[src/rtl/prbs_tpg_pkg.sv]
package prbs_tpg_pkg;
  localparam int SHORT_LEN = 9;
  localparam int SHORT_TAP = 4;
  localparam int LONG_LEN  = 23;
  localparam int LONG_TAP  = 17;

  typedef enum logic {
    PAT_SHORT = 1'b0,
    PAT_LONG  = 1'b1
  } pat_e;

  typedef enum logic {
    FMT_OFFSET = 1'b0,
    FMT_TWOS   = 1'b1
  } fmt_e;

  function automatic int chan_len(input int idx);
    return (idx == 0) ? SHORT_LEN : LONG_LEN;
  endfunction

  function automatic int chan_tap(input int idx);
    return (idx == 0) ? SHORT_TAP : LONG_TAP;
  endfunction
endpackage

[src/rtl/prbs_lfsr_unroll.sv]
// Combinational chain of STEPS Fibonacci shift steps starting at state_i.
// bits_o[STEPS-1] is the bit emitted by the first step.
module prbs_lfsr_unroll #(
  parameter int LEN   = 9,
  parameter int TAP   = 4,
  parameter int STEPS = 16
) (
  input  logic [LEN-1:0]             state_i,
  output logic [STEPS-1:0]           bits_o,
  output logic [STEPS:0][LEN-1:0]    chain_o
);
  assign chain_o[0] = state_i;

  for (genvar k = 0; k < STEPS; k++) begin : g_step
    assign bits_o[STEPS-1-k] = chain_o[k][LEN-1];
    assign chain_o[k+1]      = {chain_o[k][LEN-2:0],
                                chain_o[k][TAP] ^ chain_o[k][LEN-1]};
  end
endmodule

[src/rtl/prbs_chan.sv]
// One sequence register with its unrolled next-state logic.
module prbs_chan #(
  parameter int LEN    = 9,
  parameter int TAP    = 4,
  parameter int WORD_W = 16,
  parameter int CNT_W  = 5
) (
  input  logic              clk,
  input  logic              rst,
  input  logic              advance,
  input  logic              restart,
  input  logic [CNT_W-1:0]  nsteps,
  output logic [WORD_W-1:0] bits_o
);
  logic [LEN-1:0]              state_q;
  logic [LEN-1:0]              start;
  logic [WORD_W:0][LEN-1:0]    chain;

  assign start = restart ? {LEN{1'b1}} : state_q;

  prbs_lfsr_unroll #(
    .LEN   (LEN),
    .TAP   (TAP),
    .STEPS (WORD_W)
  ) u_unroll (
    .state_i (start),
    .bits_o  (bits_o),
    .chain_o (chain)
  );

  always_ff @(posedge clk) begin
    if (rst) begin
      state_q <= {LEN{1'b1}};
    end else if (advance) begin
      state_q <= chain[nsteps];
    end else if (restart) begin
      state_q <= {LEN{1'b1}};
    end
  end
endmodule

[src/rtl/prbs_word_fmt.sv]
// Keeps the top nsteps bits and applies the selected number format.
module prbs_word_fmt #(
  parameter int WORD_W = 16,
  parameter int CNT_W  = 5
) (
  input  logic [WORD_W-1:0] raw_i,
  input  logic [CNT_W-1:0]  nsteps,
  input  logic              twos_i,
  output logic [WORD_W-1:0] word_o
);
  logic [WORD_W-1:0] keep_mask;
  logic [WORD_W-1:0] sign_flip;

  assign keep_mask = ~({WORD_W{1'b1}} >> nsteps);
  assign sign_flip = {twos_i, {(WORD_W-1){1'b0}}};
  assign word_o    = (raw_i & keep_mask) ^ sign_flip;
endmodule

[src/rtl/prbs_tpg.sv]
module prbs_tpg
  import prbs_tpg_pkg::*;
#(
  parameter int WORD_W  = 16,
  parameter int RES_MIN = 8,
  parameter int RES_W   = $clog2(WORD_W + 1)
) (
  input  logic              clk,
  input  logic              rst,
  input  logic              en,
  input  logic              mode_sel,
  input  logic              fmt_sel,
  input  logic [RES_W-1:0]  res_bits,
  output logic [WORD_W-1:0] out_data,
  output logic              out_valid
);
  localparam int NCHAN = 2;

  logic                          mode_q;
  logic                          mode_changed;
  logic [RES_W-1:0]              nsteps;
  logic [NCHAN-1:0][WORD_W-1:0]  chan_bits;
  logic [WORD_W-1:0]             word_next;
  pat_e                          pat_sel;
  fmt_e                          fmt;

  assign pat_sel      = pat_e'(mode_sel);
  assign fmt          = fmt_e'(fmt_sel);
  assign mode_changed = (mode_sel != mode_q);

  always_comb begin
    if (res_bits < RES_W'(RES_MIN)) begin
      nsteps = RES_W'(RES_MIN);
    end else if (res_bits > RES_W'(WORD_W)) begin
      nsteps = RES_W'(WORD_W);
    end else begin
      nsteps = res_bits;
    end
  end

  for (genvar g = 0; g < NCHAN; g++) begin : g_chan
    logic is_sel;
    assign is_sel = (pat_sel == pat_e'(g));

    prbs_chan #(
      .LEN    (chan_len(g)),
      .TAP    (chan_tap(g)),
      .WORD_W (WORD_W),
      .CNT_W  (RES_W)
    ) u_chan (
      .clk     (clk),
      .rst     (rst),
      .advance (en && is_sel),
      .restart (mode_changed && is_sel),
      .nsteps  (nsteps),
      .bits_o  (chan_bits[g])
    );
  end

  prbs_word_fmt #(
    .WORD_W (WORD_W),
    .CNT_W  (RES_W)
  ) u_fmt (
    .raw_i  (chan_bits[pat_sel]),
    .nsteps (nsteps),
    .twos_i (fmt == FMT_TWOS),
    .word_o (word_next)
  );

  always_ff @(posedge clk) begin
    if (rst) begin
      mode_q    <= mode_sel;
      out_data  <= '0;
      out_valid <= 1'b0;
    end else begin
      mode_q    <= mode_sel;
      out_valid <= en;
      if (en) begin
        out_data <= word_next;
      end
    end
  end
endmodule

[config.mk]
export PLATFORM = sky130hd
export DESIGN_NAME = prbs_tpg
export DESIGN_NICKNAME = d
export VERILOG_FILES = /design/src/rtl/prbs_tpg_pkg.sv /design/src/rtl/prbs_lfsr_unroll.sv /design/src/rtl/prbs_chan.sv /design/src/rtl/prbs_word_fmt.sv /design/src/rtl/prbs_tpg.sv
export SDC_FILE = /design/constraint.sdc
export NUM_CORES = 1
export LEC_CHECK = 0
export BUFFER_PORTS_ARGS = -buffer_cell sky130_fd_sc_hd__buf_2
export CORE_MARGIN = 2
export CORE_UTILIZATION = 65
export DETAILED_ROUTE_END_ITERATION = 8
export PLACE_DENSITY = 0.85
export SETUP_SLACK_MARGIN = 0.4
export SKIP_CTS_REPAIR_TIMING = 1
export SYNTH_ARGS = -nofsm -noshare
export SYNTH_HDL_FRONTEND = slang
export SYNTH_SLANG_ARGS = --single-unit
[constraint.sdc]
create_clock -name clk -period 4.5 [get_ports clk]
set_input_delay 1.35 -clock clk [delete_from_list [all_inputs] [get_ports clk]]
set_output_delay 1.35 -clock clk [all_outputs]
set_load 0.01 [all_outputs]
* Yosys cells after proc, flatten, opt, wreduce, memory -nomap -nowiden *
Cells that the tools add are included.
W data, S select, Z words.

word-level totals
  flip-flop bits (word level) = 50
  bits of input ports = 10
  output and inout port bits = 17
  word-level logic and storage cells = 63

cells by class
  order comparisons = 4
  equality and inequality tests = 1
  shifts and indexed selects = 1
  multiplexer cells = 12
  bitwise operators = 36
  reduce and logical (&&, ||, !) cells = 4

operators by type and width
  cell                     count
  $bmux W23 S5             1
  $mux W23                 3
  $bmux W9 S5              1
  $mux W16                 2
  $xor A1 B1 Y1            32
  $mux W9                  3
  $and A16 B16 Y16         1
  $not A16 Y16             1
  $shr A16 B5 Y16 const A  1
  $xor A16 B16 Y16         1
  $mux W5                  2
  $lt A5 B6 Y1 const B     1
  $gt A5 B5 Y1 const B     1
  $lt A5 B4 Y1 const B     1
  $logic_and A1 B1 Y1      4
  $lt A1 B2 Y1 const B     1
  $ne A1 B1 Y1             1
  $not A1 Y1               1

* Longest topological paths before layout *
  word-level depth = 10
  depth in mapped cells = 9
  mapped depth without buffers = 5

* Modules after synthesis *
A second synthesis with hierarchy kept.

unflattened totals
  cells, all modules = 1341
  area total of the unflattened synthesis = 11305.8 um^2

modules (own cells, without submodules)
  module                                        instances  cells an instance  area an instance (um^2)  seq. area each (um^2)
  prbs_chan (g_chan[1].u_chan)                  1          424                4017.6                   460.4
  prbs_lfsr_unroll (g_chan[1].u_chan.u_unroll)  1          407                3075.4                   0.0
  prbs_chan (g_chan[0].u_chan)                  1          216                1773.0                   180.2
  prbs_lfsr_unroll (g_chan[0].u_chan.u_unroll)  1          174                1312.5                   0.0
  prbs_tpg                                      1          83                 878.3                    360.3
  prbs_word_fmt                                 1          37                 249.0                    0.0

* Least setup slack after synthesis *
OpenSTA, ideal clock, no wires.

  path type = input to register
  start = input mode_sel
  end = register g_chan[0].u_chan.state_q[3]
  setup time = 0.131 ns
  arrival time = 2.710 ns
  required time = 4.369 ns
  slack = 1.659 ns
  cell stages on the path = 7
  path buffers = 2
  cells stage by stage = buf_2 -> and2b_4 -> buf_2 -> or2_1 -> mux4_2 -> nand3b_1 -> o211ai_1

between the ends
  word-level cells in the longest chain between the ends = 9
  elaborated cells on any way between the ends = 21
  those cells by class = eq/ne: 1; mux: 4; bitwise: 14; reduce/logical: 2

RTL lines
  what                                        RTL line                        text
  from (decl)                                 prbs_tpg.sv:11                  input logic mode_sel,
  $ne A1 B1 Y1 or $not A1 Y1 (tied branches)  prbs_tpg.sv:29, prbs_tpg.sv:43
  $logic_and A1 B1 Y1                         prbs_tpg.sv:54                  .restart (mode_changed && is_sel),
  $mux W9                                     -
  $xor A1 B1 Y1 (3 in a row)                  prbs_lfsr_unroll.sv:17          chain_o[k][TAP] ^ chain_o[k][LEN-1]};
  $bmux W9 S5                                 prbs_chan.sv:35                 state_q <= chain[nsteps];
  $mux W9 (implied by the code)               prbs_chan.sv:35
  $mux W9 (*)                                 prbs_chan.sv:34                 end else if (advance) begin
  to (signal assigned)                        prbs_chan.sv:33                 state_q <= {LEN{1'b1}};
  to (signal assigned)                        prbs_chan.sv:35
  to (signal assigned)                        prbs_chan.sv:37                 state_q <= {LEN{1'b1}};
  to (decl)                                   prbs_chan.sv:15                 logic [LEN-1:0] state_q;

Every way passes the cells marked *; elsewhere a longest branch is shown, timed or not. The select of a mux whose other input is x is not followed.
A chain may end at the register's enable or synchronous reset.

* Worst setup path in the final report *
  start = input res_bits[4]
  end = register g_chan[1].u_chan.state_q[13]

between the ends
  word-level cells in the longest chain between the ends = 6
  elaborated cells on any way between the ends = 7
  those cells by class = order compare: 2; mux: 5

RTL lines
  what                                RTL line         text
  from (decl)                         prbs_tpg.sv:13   input logic [RES_W-1:0] res_bits,
  $gt A5 B5 Y1                        prbs_tpg.sv:34   end else if (res_bits > RES_W'(WORD_W)) begin
  $mux W5                             prbs_tpg.sv:34
  $mux W5 (*)                         prbs_tpg.sv:32   if (res_bits < RES_W'(RES_MIN)) begin
  $bmux W23 S5 (*)                    prbs_chan.sv:35
  $mux W23 (implied by the code) (*)  prbs_chan.sv:35
  $mux W23 (*)                        prbs_chan.sv:34
  to (signal assigned)                prbs_chan.sv:33
  to (signal assigned)                prbs_chan.sv:35
  to (signal assigned)                prbs_chan.sv:37
  to (decl)                           prbs_chan.sv:15

Marks and branches as above.

==> impl_metrics.py <==
metrics = {
    "run_status": {
        "status": "complete, no violations",
    },
    "synth": {
        "ys_seq_area_share_pct": 23.0,
        "syn_nets": 587,
        "synth_area_leaders": "dfxtp_1 (23%), nand2_1 (6.0%), nor2_1 (6.0%)",
        "synth.top_cell.area_share_pct": 23.0,
        "yosysTopAreaCell": "dfxtp_1",
        "synth_common_cells": "nand2_1 (69), nor2_1 (69), dfxtp_1 (50)",
        "ys_ff_latch": 50,
        "synth_edf_count": 0,
        "synth_ff_type": "dfxtp_1",
        "synth_cells": 577,
        "syn_area_per_cell_um2": 7.53,
        "ys_async_sr_fraction_pct": 0,
        "synth_area_um2": 4340,
        "yosys_warnings": 0,
        "ys_types": 65,
    },
    "power": {
        "seq_power_share_pct": 43.5,
        "p_int_uw": 757,
        "ir_worst_vdd_mv": 0.230,
        "p_clk_share_pct": 24.4,
        "leakage_uw": 0.00170,
        "power.density_nw_per_um2": 274,
        "netSwitchingFraction_pct": 38.5,
        "switching_power_uw": 473,
        "combPwrFrac_pct": 32.2,
    },
    "timing": {
        "fmax_mhz": 303,
        "rsz0062_at_grt": "false",
        "final.min_clock_period_ns": 3.30,
        "finalCritPeriodShare_pct": 73.3,
        "tns_ns": 0,
        "hold_violations": 0,
        "setup_viol": 0,
        "finalMaxSlewViolations": 0,
        "slew_headroom_pct": 48.1,
        "clock_skew_ns": 0.0123,
        "max_slew.worst_pin.slew_ns": 0.776,
    },
    "global_routing": {
        "grt_pass1_vias": 4352,
        "grt_overflow": 0,
        "grt_pass1_wl_um": 24100,
        "antenna_found_initial": 0,
        "grt_start_max_net_pins": 29,
        "grt_usage_pct": 42.3,
    },
    "floorplan": {
        "fp.dieW_um": 85.7,
        "core-area_um2": 6420,
        "die-area_um2": 7350,
        "start_util_pct": 67.6,
        "rows": 29,
        "die_y_um": 85.7,
        "ioPinCount": 27,
    },
    "clock_network": {
        "cts_buffer_depth": 2,
        "clk_latency_ns": 0.32,
        "root_buffer": "clkbuf_8",
        "clock-sinks": 50,
        "numCtsBuffers": 5,
        "htreeDepth": 2,
        "path_clk_slew_ns": 0.10,
        "cts_tree": "yes",
    },
    "final_layout": {
        "layout-drive-gt1-share_pct": 12.7,
        "n_antenna_cell": 0,
        "finish.utilization_pct": 69.8,
        "area_delta_synth_final_pct": 3.23,
        "final_cell_area_um2": 4480,
        "nets": 568,
    },
    "setup_path": {
        "worst-endpoint-arrival_ns": 3.48,
        "reg2reg_to": "g_chan[1].u_chan.state_q[13]",
        "critPathLaunch": "res_bits[4]",
        "startpoint_type": "primary input",
        "end_kind": "register",
        "cp-endpoint": "g_chan[1].u_chan.state_q[13]",
        "r2r.worst_path.cells": 6,
        "required_ns": 4.69,
        "crit_type": "primary input to register",
        "rrSetupSlack_ns": 1.92,
        "timing.rr.start": "mode_q",
        "worstPathMaxFanout": 14,
    },
    "place": {
        "port_buffers": 26,
        "hpwlAfterDp_um": 10800,
        "gp_congestion": 1.15,
        "detailed_place.area_um2": 4380,
    },
    "routing": {
        "drc_errors": 0,
        "drt_iter0_markers": 964,
        "vias_per_cell": 7.64,
        "vias": 4858,
        "wire_per_inst_um": 24.1,
        "wl_met2_um": 5930,
        "wirelength_um": 15300,
        "drtAntennaViolNets": 0,
        "wl_met1_um": 5940,
        "dr.pass1.iters": 8,
        "top_layer": "met4",
        "wl_met3_um": 2610,
    },
    "hold_path": {
        "hold_path_depth": 2,
        "hp-class": "register to register",
    },
    "flow_run": {
        "drv_cap": 0,
    },
}
worst min path at each step:
stage	from	end	slack, ns
after floorplan	out_data[8]	out_data[8]	0.48
after global placement	out_data[8]	out_data[8]	0.45
after detailed placement	out_data[9]	out_data[9]	0.45
after CTS	out_data[9]	out_data[9]	0.46
after global routing	out_data[10]	out_data[10]	0.48
final	out_data[9]	out_data[9]	0.46
state kept, by name (all words and copies together) (netlist names):
| name | flops |
|---|---|
| mode_q | 1 |
| out_valid | 1 |
| g_chan.u_chan.state_q | 32 |
| out_data | 16 |
layout by cell type (no fill, tap or decap), types with 4 or more instances in the layout:
master / instances
nand2_1: 69
nor2_1: 69
dfxtp_1: 50
a21oi_1: 37
buf_2: 26
o21ai_0: 21
o22ai_1: 20
a31oi_1: 18
xor2_1: 17
nor3_1: 16
nand3_1: 15
a211oi_1: 14
mux2i_1: 13
buf_4: 12
mux4_2: 10
o221ai_1: 10
xnor2_1: 9
a221oi_1: 9
nand3b_1: 8
o211ai_1: 8
inv_1: 7
xor3_1: 6
and2_1: 6
clkbuf_8: 6
nor4_1: 5
o21ai_1: 5
and4b_1: 5
nand2b_1: 4
or2_1: 4
o2111ai_1: 4
a2111oi_0: 4
o21a_1: 4
power by group through the flow:
stage	clock [uW]	combinational [uW]	sequential, uW
2_1_floorplan	0	308	501
3_3_place_gp	0	371	539
3_5_place_dp	0	375	539
4_1_cts	300	377	529
5_1_grt	315	421	535
6_report	300	396	535
area by class of cell:
class | instances | area [um^2]
multi-input cells | 455 | 3040
fillers | 511 | 1940
flip-flops and latches | 50 | 1000
repair buffers | 38 | 220
well taps | 77 | 96.3
clock buffers | 6 | 82.6
inverters | 8 | 30.0
clock inverters | 2 | 16.3
per-layer routing:
layer	GRT usage, %	up-vias
li1	-	2089
met1	61.8	2149
met4	18.8	0
met3	12.9	111
met5	0	-
met2	56.9	509
kinds of logic after synthesis:
logic type	Yosys count	share of synthesized area [%]
AOI/OAI and AO/OA	178	27.7
muxes	26	8.96
DFF	50	23.0
and+or+nand+nor	217	23.6
buffers and inverters	72	7.06
xor gates and xnor gates	34	9.65
worst max-delay path, stage by stage:
cell and delay (ns):
buf_2 0.17, nand3b_1 0.61, a211oi_1 0.71, nor2_1 0.07, a2111oi_0 0.44, a21oi_1 0.13
per-stage QoR:
| step | hold slack [ns] | total power (uW) | setup slack (ns) | cells |
|---|---|---|---|---|
| after floorplan | 0.476 | 809 | 1.66 | 577 |
| after global routing | 0.480 | 1270 | 1.05 | 636 |
| after detailed placement | 0.449 | 914 | 0.928 | 628 |
| final | 0.463 | 1230 | 1.20 | 636 |
| after global placement | 0.446 | 911 | 1.03 | 628 |
| after CTS | 0.464 | 1210 | 1.25 | 636 |
No activity file was read; power rests on OpenSTA's default activity.
